[config.mk]
export PLATFORM = sky130hd
export DESIGN_NAME = refresh_timer
export DESIGN_NICKNAME = d
export VERILOG_FILES = /design/src/rtl/rfsh_pkg.sv /design/src/rtl/rfsh_rate_reg.sv /design/src/rtl/rfsh_match_cnt.sv /design/src/rtl/rfsh_req_ctrl.sv /design/src/rtl/refresh_timer.sv
export SDC_FILE = /design/constraint.sdc
export NUM_CORES = 1
export LEC_CHECK = 0
export BUFFER_PORTS_ARGS = -buffer_cell sky130_fd_sc_hd__buf_4
export CORE_MARGIN = 2
export CORE_UTILIZATION = 40
export CTS_CLUSTER_DIAMETER = 50
export DETAILED_ROUTE_END_ITERATION = 7
export SLEW_MARGIN = 20
export SYNTH_ARGS = -nofsm -noshare
export SYNTH_HDL_FRONTEND = slang
export SYNTH_SLANG_ARGS = --single-unit
[constraint.sdc]
create_clock -name clk_i -period 2.22 [get_ports clk_i]
set_input_delay 0.333 -clock clk_i [delete_from_list [all_inputs] [get_ports clk_i]]
set_output_delay 0.333 -clock clk_i [all_outputs]
set_load 0.01 [all_outputs]
[src/rtl/rfsh_pkg.sv]
package rfsh_pkg;
  localparam int unsigned RFSH_RATE_W = 14;
  localparam int unsigned RFSH_DATA_W = 16;
  localparam logic [RFSH_RATE_W-1:0] RFSH_RATE_RST = 14'h1FFF;

  typedef enum logic {
    RFSH_ADDR_RATE = 1'b0,
    RFSH_ADDR_STAT = 1'b1
  } rfsh_addr_e;
endpackage

[src/rtl/rfsh_rate_reg.sv]
module rfsh_rate_reg #(
  parameter int unsigned RATE_W = 14,
  parameter logic [RATE_W-1:0] RST_VAL = '1
) (
  input  logic              clk_i,
  input  logic              rst_ni,
  input  logic              wr_i,
  input  logic [RATE_W-1:0] wdata_i,
  output logic [RATE_W-1:0] rate_o
);
  always_ff @(posedge clk_i or negedge rst_ni) begin
    if (!rst_ni)   rate_o <= RST_VAL;
    else if (wr_i) rate_o <= wdata_i;
  end
endmodule

[src/rtl/rfsh_match_cnt.sv]
module rfsh_match_cnt #(
  parameter int unsigned RATE_W = 14
) (
  input  logic              clk_i,
  input  logic              rst_ni,
  input  logic [RATE_W-1:0] rate_i,
  output logic              match_o,
  output logic [RATE_W-1:0] cnt_o
);
  localparam logic [RATE_W-1:0] ONE = RATE_W'(1);

  logic              rate_zero;
  logic [RATE_W-1:0] cnt_d;

  assign rate_zero = (rate_i == '0);
  assign match_o   = !rate_zero && (cnt_o == rate_i);

  // restart at one: the match clock is the first clock of the new period
  always_comb begin
    if (rate_zero)    cnt_d = '0;
    else if (match_o) cnt_d = ONE;
    else              cnt_d = cnt_o + ONE;
  end

  always_ff @(posedge clk_i or negedge rst_ni) begin
    if (!rst_ni) cnt_o <= '0;
    else         cnt_o <= cnt_d;
  end
endmodule

[src/rtl/rfsh_req_ctrl.sv]
module rfsh_req_ctrl (
  input  logic clk_i,
  input  logic rst_ni,
  input  logic match_i,
  input  logic ack_i,
  input  logic ready_i,
  input  logic clr_lost_i,
  output logic req_o,
  output logic lost_o
);
  logic ack_ok;
  logic lose;

  assign ack_ok = req_o && ack_i && ready_i;
  assign lose   = match_i && req_o && !ack_ok;

  always_ff @(posedge clk_i or negedge rst_ni) begin
    if (!rst_ni) begin
      req_o  <= 1'b0;
      lost_o <= 1'b0;
    end else begin
      req_o <= match_i || (req_o && !ack_ok);
      if (lose)            lost_o <= 1'b1;
      else if (clr_lost_i) lost_o <= 1'b0;
    end
  end
endmodule

[src/rtl/refresh_timer.sv]
module refresh_timer
  import rfsh_pkg::*;
#(
  parameter int unsigned RATE_W = RFSH_RATE_W,
  parameter int unsigned DATA_W = RFSH_DATA_W,
  parameter logic [RATE_W-1:0] RATE_RST = RFSH_RATE_RST
) (
  input  logic              clk_i,
  input  logic              rst_ni,
  input  logic              reg_addr_i,
  input  logic              reg_wr_i,
  input  logic              reg_rd_i,
  input  logic [DATA_W-1:0] reg_wdata_i,
  output logic [DATA_W-1:0] reg_rdata_o,
  input  logic              bus_ready_i,
  input  logic              rfsh_ack_i,
  output logic              rfsh_req_o
);
  localparam int unsigned PAD_W = DATA_W - RATE_W;

  logic [RATE_W-1:0] rate_q;
  logic [RATE_W-1:0] cnt_q;
  logic              match;
  logic              lost_q;
  logic              wr_rate;
  logic              rd_stat;
  logic [DATA_W-1:0] rate_word;
  logic [DATA_W-1:0] stat_word;

  assign wr_rate = reg_wr_i && (reg_addr_i == RFSH_ADDR_RATE);
  assign rd_stat = reg_rd_i && (reg_addr_i == RFSH_ADDR_STAT);

  rfsh_rate_reg #(.RATE_W(RATE_W), .RST_VAL(RATE_RST)) u_rate (
    .clk_i   (clk_i),
    .rst_ni  (rst_ni),
    .wr_i    (wr_rate),
    .wdata_i (reg_wdata_i[RATE_W-1:0]),
    .rate_o  (rate_q)
  );

  rfsh_match_cnt #(.RATE_W(RATE_W)) u_cnt (
    .clk_i   (clk_i),
    .rst_ni  (rst_ni),
    .rate_i  (rate_q),
    .match_o (match),
    .cnt_o   (cnt_q)
  );

  rfsh_req_ctrl u_req (
    .clk_i      (clk_i),
    .rst_ni     (rst_ni),
    .match_i    (match),
    .ack_i      (rfsh_ack_i),
    .ready_i    (bus_ready_i),
    .clr_lost_i (rd_stat),
    .req_o      (rfsh_req_o),
    .lost_o     (lost_q)
  );

  generate
    if (PAD_W > 0) begin : g_pad
      assign rate_word = {{PAD_W{1'b0}}, rate_q};
    end else begin : g_nopad
      assign rate_word = rate_q[DATA_W-1:0];
    end
  endgenerate

  assign stat_word   = {lost_q, {(DATA_W-1){1'b0}}};
  assign reg_rdata_o = (reg_addr_i == RFSH_ADDR_STAT) ? stat_word : rate_word;
endmodule

==> impl_metrics.tcl, run 1 <==
set metrics [dict create \
    status "finished, final reports clean" \
    routed_wirelength_um 3530 \
    ant_nets 0 \
    stdcell_area_mm2 0.00203 \
    powerDensity_mw_per_mm2 851 \
    hold_path_class "in2reg" \
    cp_cell_sequence "xor2_1 > nor4_1 > and4_1 > nor3b_1" \
    finalMaxSlewViolations 0 \
    die_y_um 67.8 \
    finalCritPeriodShare_pct 84.7 \
    syn_area_per_cell_um2 11.0 \
    critPathSlowestCell "dfstp_2" \
    drtPass1Iterations 4 \
    ys_types 33 \
    yosys-top-cells-area "dfrtp_1, dfstp_2, xor2_1" \
    worst_ep_required_time_ps 2360 \
    syn_area_mm2 0.00163 \
    die_area_mm2 0.00460 \
    worst-r2r-cell-count 4 \
    placed_cell_area_mm2 0.00193 \
    finalNetCount 211 \
    grt_max_degree 31 \
    n_fill_cell 367 \
    drc 0 \
    rr_startpoint "u_rate.rate_o[8]" \
    synth_area_leader_cell "dfrtp_1" \
    cap_violations 0 \
    synth_most_common_cell "xor2_1" \
    min_to "u_rate.rate_o[13]" \
    via_count 1235 \
    synth_top_area_share_pct 26.1 \
    cts.clk_slew.worst_paths_ps 60 \
    numClockSinks 30 \
    cp.arrival_ps 2020 \
    tritoncts "built" \
    crit_type "reg2reg" \
    antenna_found_initial 0 \
    synth.yosys.seq_area_share_pct 47.1 \
    grt_pass1_vias 1265 \
    drtIter0Drc 50 \
    wire_per_inst_um 14.8 \
    timing.fmax_ghz 0.532 \
    critPathMaxStageDelay_ps 570 \
    worstHoldStart "reg_wdata_i[13]" \
    globalRouteTotalUtil_pct 17.6 \
    worstReg2RegEnd "u_cnt.cnt_o[1]" \
    synth_nets 172 \
    post_route_cells_drive_above_1_share_pct 40.4 \
    rows 23 \
    synth_flop_cell "dfrtp_1" \
    cp_max_fo 13 \
    async_flop_share_pct 100 \
    grt_pass1_wl_um 5900 \
    critPathLaunchType "flip-flop" \
    synth-edff-count 0 \
    ys.warnings.count 0 \
    diodes 0 \
    ios 40 \
    synth-seq-cells 30 \
    synth_cells 148 \
    leakagePower_uw 0.000868 \
    cts_buffers 5 \
    design.core.area_mm2 0.00397 \
    insertion_delay_ps 280 \
    ys_top_cells_by_count "xor2_1, dfrtp_1, nor2b_1" \
    drt-vias-per-instance 5.19 \
    setup_viol 0 \
    htree_levels 2 \
    peakVddDrop_mv 0.443 \
    layout_min_cycle_time_ps 1880 \
    ctsRootBufferMaster "clkbuf_8" \
    routabilityCongestion 0.789 \
    end_kind "flip-flop" \
    hold_depth 2 \
    tns_ps 0 \
    finalHoldViolations 0 \
    post_cts_resized 0 \
    layout-area-overhead-vs-synth_pct 24.8 \
    hpwlAfterDp_um 2550 \
    initial_core_util_pct 41.0 \
    worst_clock_skew_ps 6.56 \
    fp.dieW_um 67.8 \
    regToRegSetupSlack_ps 340 \
    grt_overflow 0 \
    rsz0062_at_grt "false" \
    numPortBuffers 36 \
    clk_path_buf_depth 2 \
]
registers in the layout, summed over array words and instances (netlist names):
name / cells
u_cnt.cnt_o: 14
u_req.lost_o: 1
u_req.req_o: 1
u_rate.rate_o: 14
cell type report:
type | instances | area, um2 | share of cell area [%]
multi-input cells | 111 | 818 | 40.2
clock buffers | 8 | 90.1 | 4.43
flip-flops and latches | 30 | 767 | 37.7
repair buffers | 39 | 295 | 14.5
well taps | 50 | 62.6 | 3.08
cell usage in the layout, fill, tap and decap left out, types with 2 or more instances in the layout:
| cell type | synthesis | layout |
|---|---|---|
| nor2_1 | 2 | 2 |
| buf_4 | 2 | 38 |
| mux2_2 | 14 | 14 |
| dfrtp_1 | 17 | 17 |
| nand3_1 | 4 | 4 |
| dfstp_2 | 13 | 13 |
| nand4_1 | 4 | 4 |
| nor4_1 | 6 | 6 |
| o31ai_1 | 2 | 2 |
| xor2_1 | 19 | 19 |
| nor3_1 | 12 | 12 |
| o21ai_0 | 2 | 2 |
| clkbuf_1 | 2 | 2 |
| xnor2_1 | 5 | 5 |
| clkbuf_8 | 0 | 6 |
| nor2b_1 | 15 | 15 |
| and2_1 | 2 | 2 |
| nand2_1 | 10 | 10 |
layer usage:
| layer | global-route usage, % | vias to the layer above | wire, um |
|---|---|---|---|
| li1 | - | 597 | - |
| met1 | 20.5 | 604 | 1550 |
| met2 | 30.4 | 28 | 1740 |
| met3 | 6.09 | 6 | 189 |
| met4 | 6.00 | 0 | 44 |
| met5 | 0 | - | 0 |
power breakdown:
part,switching [uW],total [uW],internal [uW],leakage (uW)
registers,154,832,678,0.000356
logic,210,453,243,0.000466
clock network,192,444,252,0.0000455
through the flow:
step | hold slack (ps) | worst slack [ps] | utilization, % | std cells | total power [uW]
floorplan | 37.4 | 606 | - | 148 | 1130
global placement | 280 | 399 | 48.7 | 229 | 1270
detailed placement | 284 | 333 | 48.7 | 229 | 1290
CTS | 278 | 331 | 51.2 | 238 | 1760
global route | 277 | 119 | 51.2 | 238 | 1840
finish | 284 | 339 | 51.2 | 238 | 1730
critical path: cells and delay by family (launching register included):
kind,cells,cell delay [ps]
DFF,1,570
and+or+nand+nor,3,1100
xor gates and xnor gates,1,70
cell families (layout without fill, tap and decap cells):
logic type	after synthesis	in the layout	synth area share [%]
simple gates	64	64	23.6
flops	30	30	47.1
xor+xnor	24	24	12.9
mux	14	14	9.68
compound gates	7	7	3.07
buf+inv	7	47	2.69
fa+ha+maj	1	1	0.768
other cells	1	1	0.230
repair_timing:
action,CTS,global route
hold endpoints to repair,17,0
setup buffers,0,0
hold buffers,1,0
worst max-delay path by stage:
| stage | to | from |
|---|---|---|
| 3_5_place_dp | u_cnt.cnt_o[1] | u_rate.rate_o[8] |
| 2_1_floorplan | u_cnt.cnt_o[12] | u_rate.rate_o[7] |
| 6_report | u_cnt.cnt_o[1] | u_rate.rate_o[8] |
| 4_1_cts | u_cnt.cnt_o[1] | u_rate.rate_o[8] |
| 5_1_grt | u_cnt.cnt_o[1] | u_rate.rate_o[8] |
| 3_3_place_gp | u_cnt.cnt_o[2] | u_rate.rate_o[8] |
Note: power is estimated with default switching activity, not from simulation.
==> run 2: changes to the inputs <==
==> constraint.sdc (replaced) <==
create_clock -name clk_i -period 1.8 [get_ports clk_i]
set_input_delay 0.27 -clock clk_i [delete_from_list [all_inputs] [get_ports clk_i]]
set_output_delay 0.27 -clock clk_i [all_outputs]
set_load 0.01 [all_outputs]
==> run 2 against run 1 <==
Net effect: clock power grew 16%; combinational power grew 31%; flip-flop and latch count is the same; fmax grew 13%; clock skew shrank 4.3 ps; cell count grew 0.84%; highest routed layer unchanged.
==> impl_metrics.tcl, run 2 (synthesis results as in run 1) <==
set metrics [dict create \
    multiInputGateArea_um2 818 \
    placed_cell_area_mm2 0.00197 \
    final_cell_mix "buf_4, xor2_1, dfrtp_1, nor2b_1, mux2_2" \
    setup_viol 0 \
    drtIter0Drc 42 \
    min_to "u_rate.rate_o[2]" \
    regArea_um2 767 \
    numClockSinks 30 \
    critPathMaxStageDelay_ps 570 \
    via_count 1237 \
    cts_setup_buffers 0 \
    reg_top3 "u_cnt.cnt_o (14), u_rate.rate_o (14)" \
    post_cts_resized 0 \
    critPathSlowestCell "dfstp_2" \
    grt_overflow 0 \
    cts_buffers 5 \
    wire_per_inst_um 14.6 \
    hold_depth 2 \
    worst-r2r-cell-count 5 \
    leakagePower_uw 0.000878 \
    finalHoldViolations 0 \
    timing.fmax_ghz 0.601 \
    ant_nets 0 \
    globalRouteTotalUtil_pct 17.1 \
    drt-vias-per-instance 5.15 \
    design.core.area_mm2 0.00397 \
    clk_path_buf_depth 2 \
    crit_family "simple AND/OR/NAND/NOR gates" \
    cp_cell_sequence "xor2_1 > nor4_1 > and4_1 > buf_12 > nor3_1" \
    powerDensity_mw_per_mm2 1020 \
    status "finished, final reports clean" \
    hold_path_class "in2reg" \
    crit_type "reg2reg" \
    fin_util_pct 52.0 \
    routed_wirelength_um 3490 \
    insertion_delay_ps 280 \
    grt_pass1_wl_um 5770 \
    worstReg2RegEnd "u_cnt.cnt_o[4]" \
    cap_violations 0 \
    tns_ps 0 \
    critPathLaunchType "flip-flop" \
    finalMaxSlewViolations 0 \
    die_area_mm2 0.00460 \
    finalCritPeriodShare_pct 92.5 \
    path_buf_inv 1 \
    antenna_found_initial 0 \
    grt_max_degree 31 \
    stdcell_area_mm2 0.00206 \
    drc 0 \
    ios 40 \
    cp.arrival_ps 1830 \
    fin_ws_ps 135 \
    cts.clk_slew.worst_paths_ps 60 \
    numPortBuffers 36 \
    hpwlAfterDp_um 2530 \
    layout_min_cycle_time_ps 1670 \
    finalNetCount 213 \
    worst_ep_required_time_ps 1960 \
    startpoint "u_rate.rate_o[9]" \
    regToRegSetupSlack_ps 130 \
    rows 23 \
    post-place-ws_ps 167 \
    worst_clock_skew_ps 2.28 \
    layout-area-overhead-vs-synth_pct 26.7 \
    die_y_um 67.8 \
    tritoncts "built" \
    rr_startpoint "u_rate.rate_o[9]" \
    end_kind "flip-flop" \
    htree_levels 2 \
    final_common_cell "buf_4" \
    grt_pass1_vias 1265 \
    n_fill_cell 376 \
    rsz0062_at_grt "false" \
    routabilityCongestion 0.802 \
    drtPass1Iterations 4 \
    worstHoldStart "reg_wdata_i[2]" \
    diodes 0 \
    initial_core_util_pct 41.0 \
    post_route_cells_drive_above_1_share_pct 40.5 \
    cp_max_fo 13 \
    ctsRootBufferMaster "clkbuf_8" \
    fp.dieW_um 67.8 \
    peakVddDrop_mv 0.646 \
]
-- run 2: per-layer routing --
| metal | routed length, um | GRT usage (%) | vias to the layer above |
|---|---|---|---|
| met5 | 0 | 0 | - |
| met4 | 52 | 6.50 | 0 |
| met3 | 155 | 5.10 | 6 |
| met2 | 1700 | 28.7 | 32 |
| met1 | 1580 | 20.6 | 601 |
| li1 | - | - | 598 |
-- run 2: stage by stage --
stage / hold WS (ps) / instances / power [uW]
2_1_floorplan: -25.6 / 148 / 1390
3_3_place_gp: 215 / 231 / 1590
3_5_place_dp: 223 / 231 / 1610
4_1_cts: 214 / 240 / 2140
5_1_grt: 211 / 240 / 2250
6_report: 222 / 240 / 2110
-- run 2: final cells by class --
class | instances | area share, %
multi-input cells | 111 | 39.7
flip-flops and latches | 30 | 37.2
repair buffers | 41 | 16.3
clock buffers | 8 | 3.88
well taps | 50 | 3.03
-- run 2: worst max-delay path by stage --
stage                            endpoint  slack (ps)  cells after the start
after floorplan           u_cnt.cnt_o[12]         190                      4
after global placement     u_cnt.cnt_o[2]         190                      5
after detailed placement  u_cnt.cnt_o[13]         170                      4
after CTS                    u_req.lost_o         150                      4
after global routing         u_req.lost_o          30                      4
final                      u_cnt.cnt_o[4]         130                      5
-- run 2: power breakdown --
group          switching (uW)  internal (uW)  total, uW
sequential                170            836       1010
clock                     241            274        515
combinational             280            314        594
-- run 2: timing repair --
item,4_1_cts,5_1_grt
hold buffers,1,0
endpoints found under the hold margin,17,0
endpoints found under the setup margin,0,0
